--- src/rtl/cond_exec_unit.sv ---
module cond_exec_unit #(
  parameter int IW = 16,
  parameter int CW = 3
) (
  input  logic          clk,
  input  logic          rst_n,
  input  logic [IW-1:0] instr,
  input  logic          retire,
  input  logic          flag_z,
  input  logic          flag_c,
  input  logic          flag_lt,
  input  logic          call_stb,
  input  logic          ret_stb,
  input  logic          ret_bit,
  output logic          exec_en,
  output logic          link_bit,
  output logic [1:0]    cond_state
);
  localparam int OW = IW - CW;
  localparam logic [OW-1:0] OP_ONE  = OW'(13'b1010_0010_0000_0);
  localparam logic [OW-1:0] OP_BOTH = OW'(13'b1010_0010_0000_1);
  localparam logic [OW-1:0] OP_ALT  = OW'(13'b1010_0010_0001_0);

  logic [1:0]    cond_q, cond_d;
  logic          test;
  wire  [CW-1:0] code   = instr[CW-1:0];
  wire  [OW-1:0] opcode = instr[IW-1:CW];
  wire           is_one  = opcode == OP_ONE;
  wire           is_both = opcode == OP_BOTH;
  wire           is_alt  = opcode == OP_ALT;

  always_comb begin
    case (code[2:0])
      3'd0:    test = flag_z;
      3'd1:    test = !flag_z;
      3'd2:    test = !flag_c;
      3'd3:    test = flag_c;
      3'd4:    test = !flag_lt && !flag_z;
      3'd5:    test = flag_lt && !flag_z;
      3'd6:    test = !flag_lt || flag_z;
      default: test = flag_lt || flag_z;
    endcase
  end

  always_comb begin
    cond_d = {1'b1, cond_q[1]};
    if (!retire)        cond_d = cond_q;
    else if (!cond_q[0]) cond_d = {1'b1, cond_q[1]};
    else if (is_one)    cond_d = {1'b1, test};
    else if (is_both)   cond_d = {test, test};
    else if (is_alt)    cond_d = {!test, test};
    else if (call_stb)  cond_d = 2'b11;
    else if (ret_stb)   cond_d = {1'b1, ret_bit};
  end

  always_ff @(posedge clk)
    if (!rst_n) cond_q <= 2'b11;
    else        cond_q <= cond_d;

  assign exec_en    = cond_q[0];
  assign link_bit   = cond_q[1];
  assign cond_state = cond_q;
endmodule

--- config.mk ---
export PLATFORM = sky130hd
export DESIGN_NAME = cond_exec_unit
export DESIGN_NICKNAME = d
export VERILOG_FILES = /design/src/rtl/cond_exec_unit.sv
export SDC_FILE = /design/constraint.sdc
export NUM_CORES = 1
export LEC_CHECK = 0
export BUFFER_PORTS_ARGS = -buffer_cell sky130_fd_sc_hd__buf_4
export CORE_AREA = 2 2 39 41
export CTS_CLUSTER_DIAMETER = 40
export DETAILED_ROUTE_END_ITERATION = 7
export DIE_AREA = 0 0 41 43
export SLEW_MARGIN = 20
export SYNTH_ARGS = -nofsm -noshare
export SYNTH_HDL_FRONTEND = slang
export SYNTH_SLANG_ARGS = --single-unit
--- constraint.sdc ---
create_clock -name clk -period 1.5 [get_ports clk]
set_clock_uncertainty 0.15 [all_clocks]
set_input_delay 0.225 -clock clk [delete_from_list [all_inputs] [get_ports clk]]
set_output_delay 0.225 -clock clk [all_outputs]
set_load 0.02 [all_outputs]
* Word-level counts from Yosys, hierarchy flattened *
Index checks and enable logic that the tools add are counted.

storage, ports and cells
  bits in latches = 0
  bits of input ports = 25
  memories kept = 0
  bits in writable memories = 0
  bits in read-only memories = 0
  flip-flop bits (word level) = 2

cells by class
  eq/ne operators = 9
  reductions and logical operators = 9
  add/subtract/negate cells = 0
  order comparisons = 0
  multiply operators = 0
  div/mod/pow operators = 0
  shift operators = 0
  multiplexer cells = 7
  bitwise operators = 0

operators with widths
  kind                                                                    number
  13-bit equality test (second input constant)                            3
  3-bit equality test (second input constant)                             3
  2-bit two-way mux                                                       4
  1-bit case mux with 7 select lines                                      1
  3-bit by 2-bit equality test with 1-bit output (second input constant)  2
  1-bit logical NOT                                                       4
  3-bit by 1-bit equality test with 1-bit output (second input constant)  1
  3-bit logical NOT                                                       1
  1-bit logical AND                                                       2
  1-bit logical OR                                                        2
  1-bit two-way mux                                                       2

* Logic depth before layout (Yosys ltp) *
Gate-level depths: netlist of run 1.

  word-level depth = 8
  mapped depth = 5
  gate-level depth less buffers = 5

* Worst setup path after synthesis of run 1 *
OpenSTA, ideal clock, no wires.

  path kind = input port to flip-flop
  start point = input port instr[12]
  end point = register cond_q[0] (netlist: cond_state[0])
  slack = 0.215 ns
  data required time = 1.278 ns
  stages on the path = 5
  arrival time = 1.063 ns
  cell sequence = nor4b_2 nand4_1 a21oi_2 mux2i_1 a2bb2oi_1

on the way
  word-level cells in the longest chain between the ends = 5

ends and longest elaborated chain
  what                    line  text
  start: declaration      7     input logic [IW-1:0] instr,
  13-bit equality test    30    wire is_alt = opcode == OP_ALT;
  2-bit two-way mux       51    else if (is_alt) cond_d = {!test, test};
  2-bit two-way mux       50    else if (is_both) cond_d = {test, test};
  2-bit two-way mux *     49    else if (is_one) cond_d = {1'b1, test};
  2-bit two-way mux *     48    else if (!cond_q[0]) cond_d = {1'b1, cond_q[1]};
  end signal: assignment  58    else cond_q <= cond_d;
  end: declaration        24    logic [1:0] cond_q, cond_d;

Mark *: on every way between the ends. The rest lies on a longest branch, timed or not.
A chain may end at the register's enable or synchronous reset.

* Final worst setup path of run 1 *
  start point = input port instr[10]
  end point = register cond_q[0] (netlist: cond_state[0])

Same word-level chain as after synthesis.

==> flow_summary.yaml, run 1 <==
sta:
  period_needed_ps: 1271
  rsz0062_at_grt: "no"
  max_slew_margin_pct: 84.55
  fmax_ghz: 0.7866
  setup_viol_count_final: 0
  slew_violations: 0
  setup_ws_ps: 228.7
  fin_crit_sh_pct: 84.75
  timing.final.hold_violations: 0
  worstMarginPinSlew_ps: 230.4
  setup-tns-final_ps: 0
pwr:
  power_density_nw_per_um2: 540.8
  internal-power_w: 0.0002017
  clock_power_share_pct: 44.2
  combPwrFrac_pct: 34.4
  p_sw_share_pct: 22.17
  total_power_w: 0.0002592
  seqPwrFrac_pct: 21.4
  power.switching_w: 0.00005746
  ir_drop_mv: 0.3170
  leakage_nw: 0.2168
floorplan:
  die_area_um2: 1763
  die_width_um: 41
  fp.dieH_um: 43
  pin_count: 29
  rows: 14
  start_util_pct: 17.45
  coreArea_um2: 1384
global_route:
  grt_pass1_vias: 309
  grt_pass1_wl_um: 1083
  grt_max_degree: 6
  track_usage_pct: 9.018
  antenna_found_initial: 0
  grt-ovfl-total: 0
yosys:
  synth_area_um2: 241.5
  yosysTopAreaCell: "dfxtp_1"
  syn_avg_cell_area_um2: 8.327
  synth.net_count: 54
  syn_inst: 29
  synth-seq-cells: 2
  ys_seq_area_share_pct: 16.58
  yosys.cell_types.count: 19
  synth-edff-count: 0
  yosys.area.top_type_share_pct: 16.58
  synth_top_family_by_area: "simple AND/OR/NAND/NOR gates"
  synth_fa_ha_area_share_pct: 0
  synth_ff_type: "dfxtp_1"
  ys_async_sr_fraction_pct: 0
  synthXorXnorAreaFrac_pct: 10.88
  muxShareOfSynthArea_pct: 8.290
  synth_compound_area_share_pct: 22.80
  yosys.area_share.simple_pct: 33.68
  synth_area_leaders: "dfxtp_1 (17%), nor4b_2 (12%), mux2i_1 (8.3%)"
  synth_most_common_cell: "nor2_1"
  yosys_warnings: 0
cts:
  cts_resized: 0
  postCtsSetupBuffers: 0
  clkLatencyLatePin_ps: 220
  cts_buffers: 3
  cts_tree: "yes"
  cts_max_level: 1
  clk_pin_slew_ps: 30
  clock_path_buffers: 2
  root_buffer: "clkbuf_4"
  hold_buffers: 0
  cts.sinks: 2
placement:
  preCtsSetupSlack_ps: -24.11
  io_buffers: 28
  place_area_um2: 456.7
  place_congestion: 0.6385
worst_setup_path:
  ff2ff_setup_slack_ps: 340
  critical_path_required_ps: 1500
  r2r_end: "cond_state[0]$_SDFFE_PN1P_"
  crit_path_start_kind: "input port"
  path_class: "in -> reg"
  worst_setup_path_end_kind: "flip-flop"
  reg2reg_from: "cond_state[1]$_SDFFE_PN1P_"
  reg2reg_depth: 4
  cp.arrival_ps: 1270
  path_max_fanout: 2
run_status:
  status: "finished clean"
cells_and_area:
  layout-drive-gt1-share_pct: 60.34
  nets: 85
  nFillCells: 162
  final_util_pct: 34.63
  area_growth_pct: 98.45
  design_area_um2: 479.2
  antenna_cells: 0
  largest_reg_flops: 2
route:
  first_iter_violations: 6
  wl_um: 604
  dr.pass1.iters: 4
  drtAntennaViolNets: 0
  vias_per_cell: 4.324
  drc: 0
  wl_per_cell_um: 8.162
  via_count: 320
min_path:
  hold_end: "cond_state[0]$_SDFFE_PN1P_"
  worstHoldStart: "rst_n"
  hold_path.class: "in -> reg"
  min_path_cells: 2
run:
  maxCapViolations: 0
[final cells by class]
class | instances | area (um2) | area share (%)
timing repair buffer | 28 | 210.2 | 43.86
multi-input combinational | 24 | 182.7 | 38.12
clock buffer | 3 | 22.52 | 4.700
sequential | 2 | 40.04 | 8.355
tap | 16 | 20.02 | 4.178
inverter | 1 | 3.754 | 0.7833
[cell usage in the layout (no fill, tap or decap), types with 2 or more instances in the layout]
| cell | count |
|---|---|
| dfxtp_1 | 2 |
| nand2b_1 | 2 |
| clkbuf_4 | 3 |
| xor2_1 | 2 |
| nor2_1 | 4 |
| nor4b_2 | 2 |
| mux2i_1 | 2 |
| buf_4 | 28 |
| nor2b_1 | 2 |
[routing by layer]
metal	up-vias	global-route usage (%)	wire length [um]	part of all wire, %
met5	-	0	0	0
met1	136	10.22	224	37
met3	0	2.094	97	16
li1	164	-	-	-
met4	0	6.000	0	0
met2	20	14.06	282	47
[critical path, stage by stage]
cell	delay, ps
buf_4	110
nor4b_2	270
nand4_1	170
a21oi_2	150
mux2i_1	200
a2bb2oi_1	150
[cells by family (layout without fill, tap and decap cells)]
family	after synthesis	in the layout
AND/OR/NAND/NOR	12	12
AO/OA/AOI/OAI	7	7
XOR/XNOR	3	3
buffers and inverters	3	32
multiplexers	2	2
flip-flops	2	2
[stage by stage]
| stage | hold WS, ps | cells |
|---|---|---|
| after floorplan | 169.1 | 29 |
| after global placement | 278.6 | 71 |
| after detailed placement | 281.3 | 71 |
| after CTS | 47.69 | 74 |
| after global routing | 53.99 | 74 |
| final | 53.48 | 74 |
[power by group through the flow]
| stage | clock [W] | sequential, W | combinational [W] |
|---|---|---|---|
| finish | 0.000114 | 0.0000555 | 0.0000892 |
| global route | 0.000126 | 0.0000556 | 0.000101 |
| CTS | 0.000122 | 0.0000555 | 0.0000908 |
| detailed placement | 0 | 0.0000561 | 0.0000907 |
| global placement | 0 | 0.0000561 | 0.0000904 |
| floorplan | 0 | 0.0000572 | 0.0000298 |
[how the worst max path moves through the flow]
stage | startpoint | to | slack [ps] | cells after the start
floorplan | instr[12] | cond_state[0]$_SDFFE_PN1P_ | 210 | 5
global placement | instr[10] | cond_state[0]$_SDFFE_PN1P_ | 20 | 6
detailed placement | instr[10] | cond_state[0]$_SDFFE_PN1P_ | -20 | 6
CTS | instr[10] | cond_state[0]$_SDFFE_PN1P_ | 210 | 6
global route | instr[10] | cond_state[0]$_SDFFE_PN1P_ | 150 | 6
finish | instr[10] | cond_state[0]$_SDFFE_PN1P_ | 230 | 6
No activity file was read; power rests on OpenSTA's default activity.
==> run 2, diff against run 1 <==
==> constraint.sdc (replaced) <==
create_clock -name clk -period 1 [get_ports clk]
set_clock_uncertainty 0.15 [all_clocks]
set_input_delay 0.15 -clock clk [delete_from_list [all_inputs] [get_ports clk]]
set_output_delay 0.15 -clock clk [all_outputs]
set_load 0.02 [all_outputs]
==> run 2 against run 1 <==
  * The flow now finishes with violations (negative setup slack)
  * Sequential share of layout area is 1.0 points lower
  * Critical endpoint unchanged
  * Critical path depth stayed put
  * Wire length is 21% higher
  * Clock power is 55% higher
  * Global-route usage is 0.99 points higher
  * Power is 59% higher
  * Combinational power is 73% higher
==> flow_summary.yaml, run 2 (synthesis results as in run 1) <==
run_status:
  status: "complete, but fails checks"
  violations: "negative setup slack"
pwr:
  internal-power_w: 0.0003148
  power.switching_w: 0.00009836
  p_sw_share_pct: 23.81
  leakage_nw: 0.2542
  seqPwrFrac_pct: 20.1
  combPwrFrac_pct: 37.2
  ir_drop_mv: 0.2814
  power_density_nw_per_um2: 732.2
  total_power_w: 0.0004132
  clock_power_share_pct: 42.7
cells_and_area:
  antenna_cells: 0
  final_util_pct: 40.78
  nFillCells: 158
  layout-drive-gt1-share_pct: 67.74
  nets: 89
  area_growth_pct: 133.7
  layout_commonest_cell: "buf_4"
  largest_reg_flops: 2
  final_cell_mix: "buf_4 (24), buf_6 (7), nor2_2 (3), clkbuf_4 (3)"
cts:
  cts_max_level: 1
  clock_path_buffers: 2
  cts.sinks: 2
  clkLatencyLatePin_ps: 220
  clk_pin_slew_ps: 30
  root_buffer: "clkbuf_4"
  cts_tree: "yes"
  cts_buffers: 3
route:
  dr.pass1.iters: 4
  vias_per_cell: 4.269
  wl_per_cell_um: 9.346
  drtAntennaViolNets: 0
  wl_um: 729
  via_count: 333
  first_iter_violations: 1
  drc: 0
sta:
  worstMarginPinSlew_ps: 203.4
  setup-tns-final_ps: -348.8
  period_needed_ps: 1144
  setup_viol_count_final: 6
  timing.final.hold_violations: 0
  slew_violations: 0
  fin_crit_sh_pct: 114.4
  rsz0062_at_grt: "yes"
  max_slew_margin_pct: 86.36
  fmax_ghz: 0.8740
  setup_ws_ps: -144.2
worst_setup_path:
  crit_path_start_kind: "input port"
  critical_path_required_ps: 1000
  worst_setup_path_end_kind: "flip-flop"
  crit_buf_inv: 1
  crit_slowest_cell: "nor4b_4"
  critPathTopFamily: "simple AND/OR/NAND/NOR gates"
  path_cells: "buf_6 > nor4b_4 > nand4_1 > a21oi_2 > mux2i_1 > a2bb2oi_1"
  crit_path_max_incr_delay_ps: 250
  cp.arrival_ps: 1150
  path_max_fanout: 2
  path_class: "in -> reg"
floorplan:
  fp.dieH_um: 43
  die_width_um: 41
  start_util_pct: 17.45
  rows: 14
  die_area_um2: 1763
  coreArea_um2: 1384
  pin_count: 29
global_route:
  grt_pass1_vias: 357
  grt_pass1_wl_um: 1221
  track_usage_pct: 10.01
  antenna_found_initial: 0
  grt_max_degree: 5
  grt-ovfl-total: 0
placement:
  place_congestion: 0.5945
  io_buffers: 28
min_path:
  hold_path.class: "in -> reg"
run:
  maxCapViolations: 0
[run 2: worst register-to-register path, stage by stage, from the launching register on]
cell and delay [ps]:
dfxtp_2 310, nor2b_1 120, a211oi_1 180, mux2i_1 100, a2bb2oi_1 130
[run 2: per-stage QoR]
stage,instance area (um2),cells,hold slack (ps),setup slack (ps)
2_1_floorplan,250.2,29,94.08,-206.2
3_5_place_dp,480.5,73,204.4,-413.9
6_report,564.3,78,82.27,-144.2
4_1_cts,558.0,78,80.83,-169.5
3_3_place_gp,480.5,73,202.6,-389.4
5_1_grt,564.3,78,113.6,-278.3
[run 2: cell type report]
cell class	count	area, um2	share of cell area [%]
well taps	16	20.02	3.548
clock buffers	3	22.52	3.991
inverters	1	3.754	0.6652
multi-input cells	24	207.7	36.81
flip-flops and latches	2	41.29	7.317
repair buffers	32	269.0	47.67
[run 2: repair_timing]
item | 4_1_cts | 5_1_grt
hold buffers | 1 | 0
setup endpoints to repair | 6 | 6
buffers inserted | 1 | 0
hold endpoints to repair | 2 | 0
gates resized for setup | 10 | 2
pin swaps | 7 | 2
[run 2: power by group through the flow]
stage                     clock network, W   logic, W  registers, W
final                             0.000177   0.000154     0.0000831
after global routing              0.000188   0.000167     0.0000833
after CTS                         0.000187   0.000153     0.0000831
after detailed placement                 0   0.000141     0.0000842
after global placement                   0   0.000139     0.0000841
after floorplan                          0  0.0000464     0.0000858
[run 2: routing by layer]
layer,up-vias,global-route usage [%],share of wire [%]
met5,-,0,0
li1,172,-,-
met4,0,6.000,0
met3,0,1.571,10
met1,145,10.19,32
met2,16,17.50,58
[run 2: path summary, 6_finish.rpt]
check                        startpoint                         end  slack, ps  depth (start not counted)
min reg2reg  cond_state[0]$_SDFFE_PN1P_  cond_state[0]$_SDFFE_PN1P_        410                          2
max reg2reg  cond_state[1]$_SDFFE_PN1P_  cond_state[0]$_SDFFE_PN1P_       -110                          4
max                            instr[6]  cond_state[0]$_SDFFE_PN1P_       -140                          6
min                              retire  cond_state[0]$_SDFFE_PN1P_         80                          3
==> run 3, diff against run 2 <==
--- a/config.mk
+++ b/config.mk
@@ -6,10 +6,13 @@
 export NUM_CORES = 1
 export LEC_CHECK = 0
 export BUFFER_PORTS_ARGS = -buffer_cell sky130_fd_sc_hd__buf_4
-export CORE_AREA = 2 2 39 41
+export CELL_PAD_IN_SITES_DETAIL_PLACEMENT = 0
+export CELL_PAD_IN_SITES_GLOBAL_PLACEMENT = 1
+export CORE_MARGIN = 2
+export CORE_UTILIZATION = 16
 export CTS_CLUSTER_DIAMETER = 40
 export DETAILED_ROUTE_END_ITERATION = 7
-export DIE_AREA = 0 0 41 43
+export PLACE_DENSITY_LB_ADDON = 0.1
 export SLEW_MARGIN = 20
 export SYNTH_ARGS = -nofsm -noshare
 export SYNTH_HDL_FRONTEND = slang
==> run 3 against run 2 <==
  * The run still ends with negative setup slack left
  * Clock power is essentially flat
  * Maximum frequency shrank 1.3%
  * Clock-buffer cell count is the same
  * Critical endpoint unchanged
==> flow_summary.yaml, run 3 (synthesis results as in run 1) <==
worst_setup_path:
  crit_buf_inv: 1
  cp.arrival_ps: 1160
  crit_path_max_incr_delay_ps: 250
  critical_path_required_ps: 1000
  worst_setup_path_end_kind: "flip-flop"
  crit_path_start_kind: "input port"
  critPathTopFamily: "simple AND/OR/NAND/NOR gates"
  path_class: "in -> reg"
  crit_slowest_cell: "nor4b_4"
  path_max_fanout: 2
  path_cells: "buf_6 > nor4b_4 > nand4_1 > a21oi_2 > mux2i_1 > a2bb2oi_1"
route:
  drc: 0
  dr.pass1.iters: 2
  drtAntennaViolNets: 0
  met2WireLength_um: 304
  via_count: 334
  met3_length_um: 92
  first_iter_violations: 1
  wl_met1_um: 281
  vias_per_cell: 4.338
  wl_per_cell_um: 9.013
  wl_um: 694
  top_layer: "met4"
cells_and_area:
  antenna_cells: 0
  final_cell_mix: "buf_4 (19), buf_6 (11), nor2_1 (3), clkbuf_4 (3)"
  layout-drive-gt1-share_pct: 63.93
  layout_commonest_cell: "buf_4"
  fin_cells: 77
  final_util_pct: 38.98
  largest_reg_flops: 2
  nets: 88
  area_growth_pct: 134.7
pwr:
  power_density_nw_per_um2: 734.9
  seqPwrFrac_pct: 20.1
  combPwrFrac_pct: 37.3
  p_sw_share_pct: 23.53
  power.switching_w: 0.00009803
  total_power_w: 0.0004165
  ir_drop_mv: 0.2834
  leakage_nw: 0.2562
  clock_power_share_pct: 42.6
  internal-power_w: 0.0003185
min_path:
  hold_path.class: "in -> reg"
floorplan:
  die_width_um: 42.85
  rows: 14
  start_util_pct: 16.61
  fp.dieH_um: 42.85
  die_area_um2: 1836
  pin_count: 29
  coreArea_um2: 1454
cts:
  clk_pin_slew_ps: 30
  cts_max_level: 1
  cts.sinks: 2
  clock_path_buffers: 2
  clkLatencyLatePin_ps: 220
  cts_tree: "yes"
  root_buffer: "clkbuf_4"
  cts_buffers: 3
global_route:
  grt_pass1_vias: 315
  grt-ovfl-total: 0
  grt_pass1_wl_um: 1200
  track_usage_pct: 8.537
  antenna_found_initial: 0
  grt_max_degree: 5
run:
  maxCapViolations: 0
sta:
  setup_viol_count_final: 6
  period_needed_ps: 1160
  slew_violations: 0
  setup_ws_ps: -159.8
  fmax_ghz: 0.8622
  worstMarginPinSlew_ps: 208.7
  timing.final.hold_violations: 0
  rsz0062_at_grt: "yes"
  max_slew_margin_pct: 86.00
  fin_crit_sh_pct: 116.0
placement:
  post-dp-hpwl_um: 613.7
  place_congestion: 0.5816
  preCtsSetupSlack_ps: -431.4
  io_buffers: 28
  dp_cells: 73
run_status:
  status: "complete, but fails checks"
  violations: "negative setup slack"
run 3: cell count changes in the layout (fill, tap and decap cells not counted), sizes merged:
cell  previous run  this run
buf             31        30
run 3: layer usage:
layer,global-route usage [%],vias to the layer above
met5,0,-
met4,5.625,0
met3,0.8511,2
li1,-,170
met2,14.85,21
met1,9.669,141
run 3: layout make-up:
| cell class | instances | area (um2) |
|---|---|---|
| multi-input combinational | 24 | 202.7 |
| timing repair buffer | 31 | 276.5 |
| fill | 159 | 887.1 |
| clock buffer | 3 | 22.52 |
| tap | 16 | 20.02 |
| sequential | 2 | 41.29 |
| inverter | 1 | 3.754 |
run 3: stage by stage:
step | setup TNS [ps] | hold WS, ps | area [um2]
2_1_floorplan | -261.7 | 94.08 | 250.2
3_3_place_gp | -685.2 | 204.9 | 480.5
3_5_place_dp | -703.2 | 207.1 | 480.5
4_1_cts | -470.0 | 92.84 | 554.3
5_1_grt | -792.0 | 113.4 | 566.8
6_report | -397.2 | 93.49 | 566.8
run 3: worst paths after layout:
| check | start | to | slack [ps] | cells after the start |
|---|---|---|---|---|
| hold / removal | retire | cond_state[0]$_SDFFE_PN1P_ | 90 | 3 |
| setup reg to reg | cond_state[1]$_SDFFE_PN1P_ | cond_state[0]$_SDFFE_PN1P_ | -110 | 4 |
| hold reg to reg | cond_state[0]$_SDFFE_PN1P_ | cond_state[0]$_SDFFE_PN1P_ | 450 | 2 |
| setup / recovery | instr[5] | cond_state[0]$_SDFFE_PN1P_ | -160 | 6 |
run 3: worst min-delay path, stage by stage:
cell       delay [ps]
buf_4             100
a21oi_1            70
a2bb2oi_1         120
run 3: timing repair:
action,4_1_cts,5_1_grt
hold buffers,1,0
buffers inserted,1,0
endpoints found under the setup margin,6,6
endpoints found under the hold margin,2,0
gates resized for setup,12,2
pin swaps,7,0
run 3: power by group through the flow:
stage	sequential [W]	combinational, W	clock, W
after floorplan	0.0000858	0.0000464	0
after global placement	0.0000835	0.000145	0
after detailed placement	0.0000835	0.000144	0
after CTS	0.0000837	0.000153	0.000184
after global routing	0.0000841	0.000171	0.000195
final	0.0000836	0.000155	0.000177
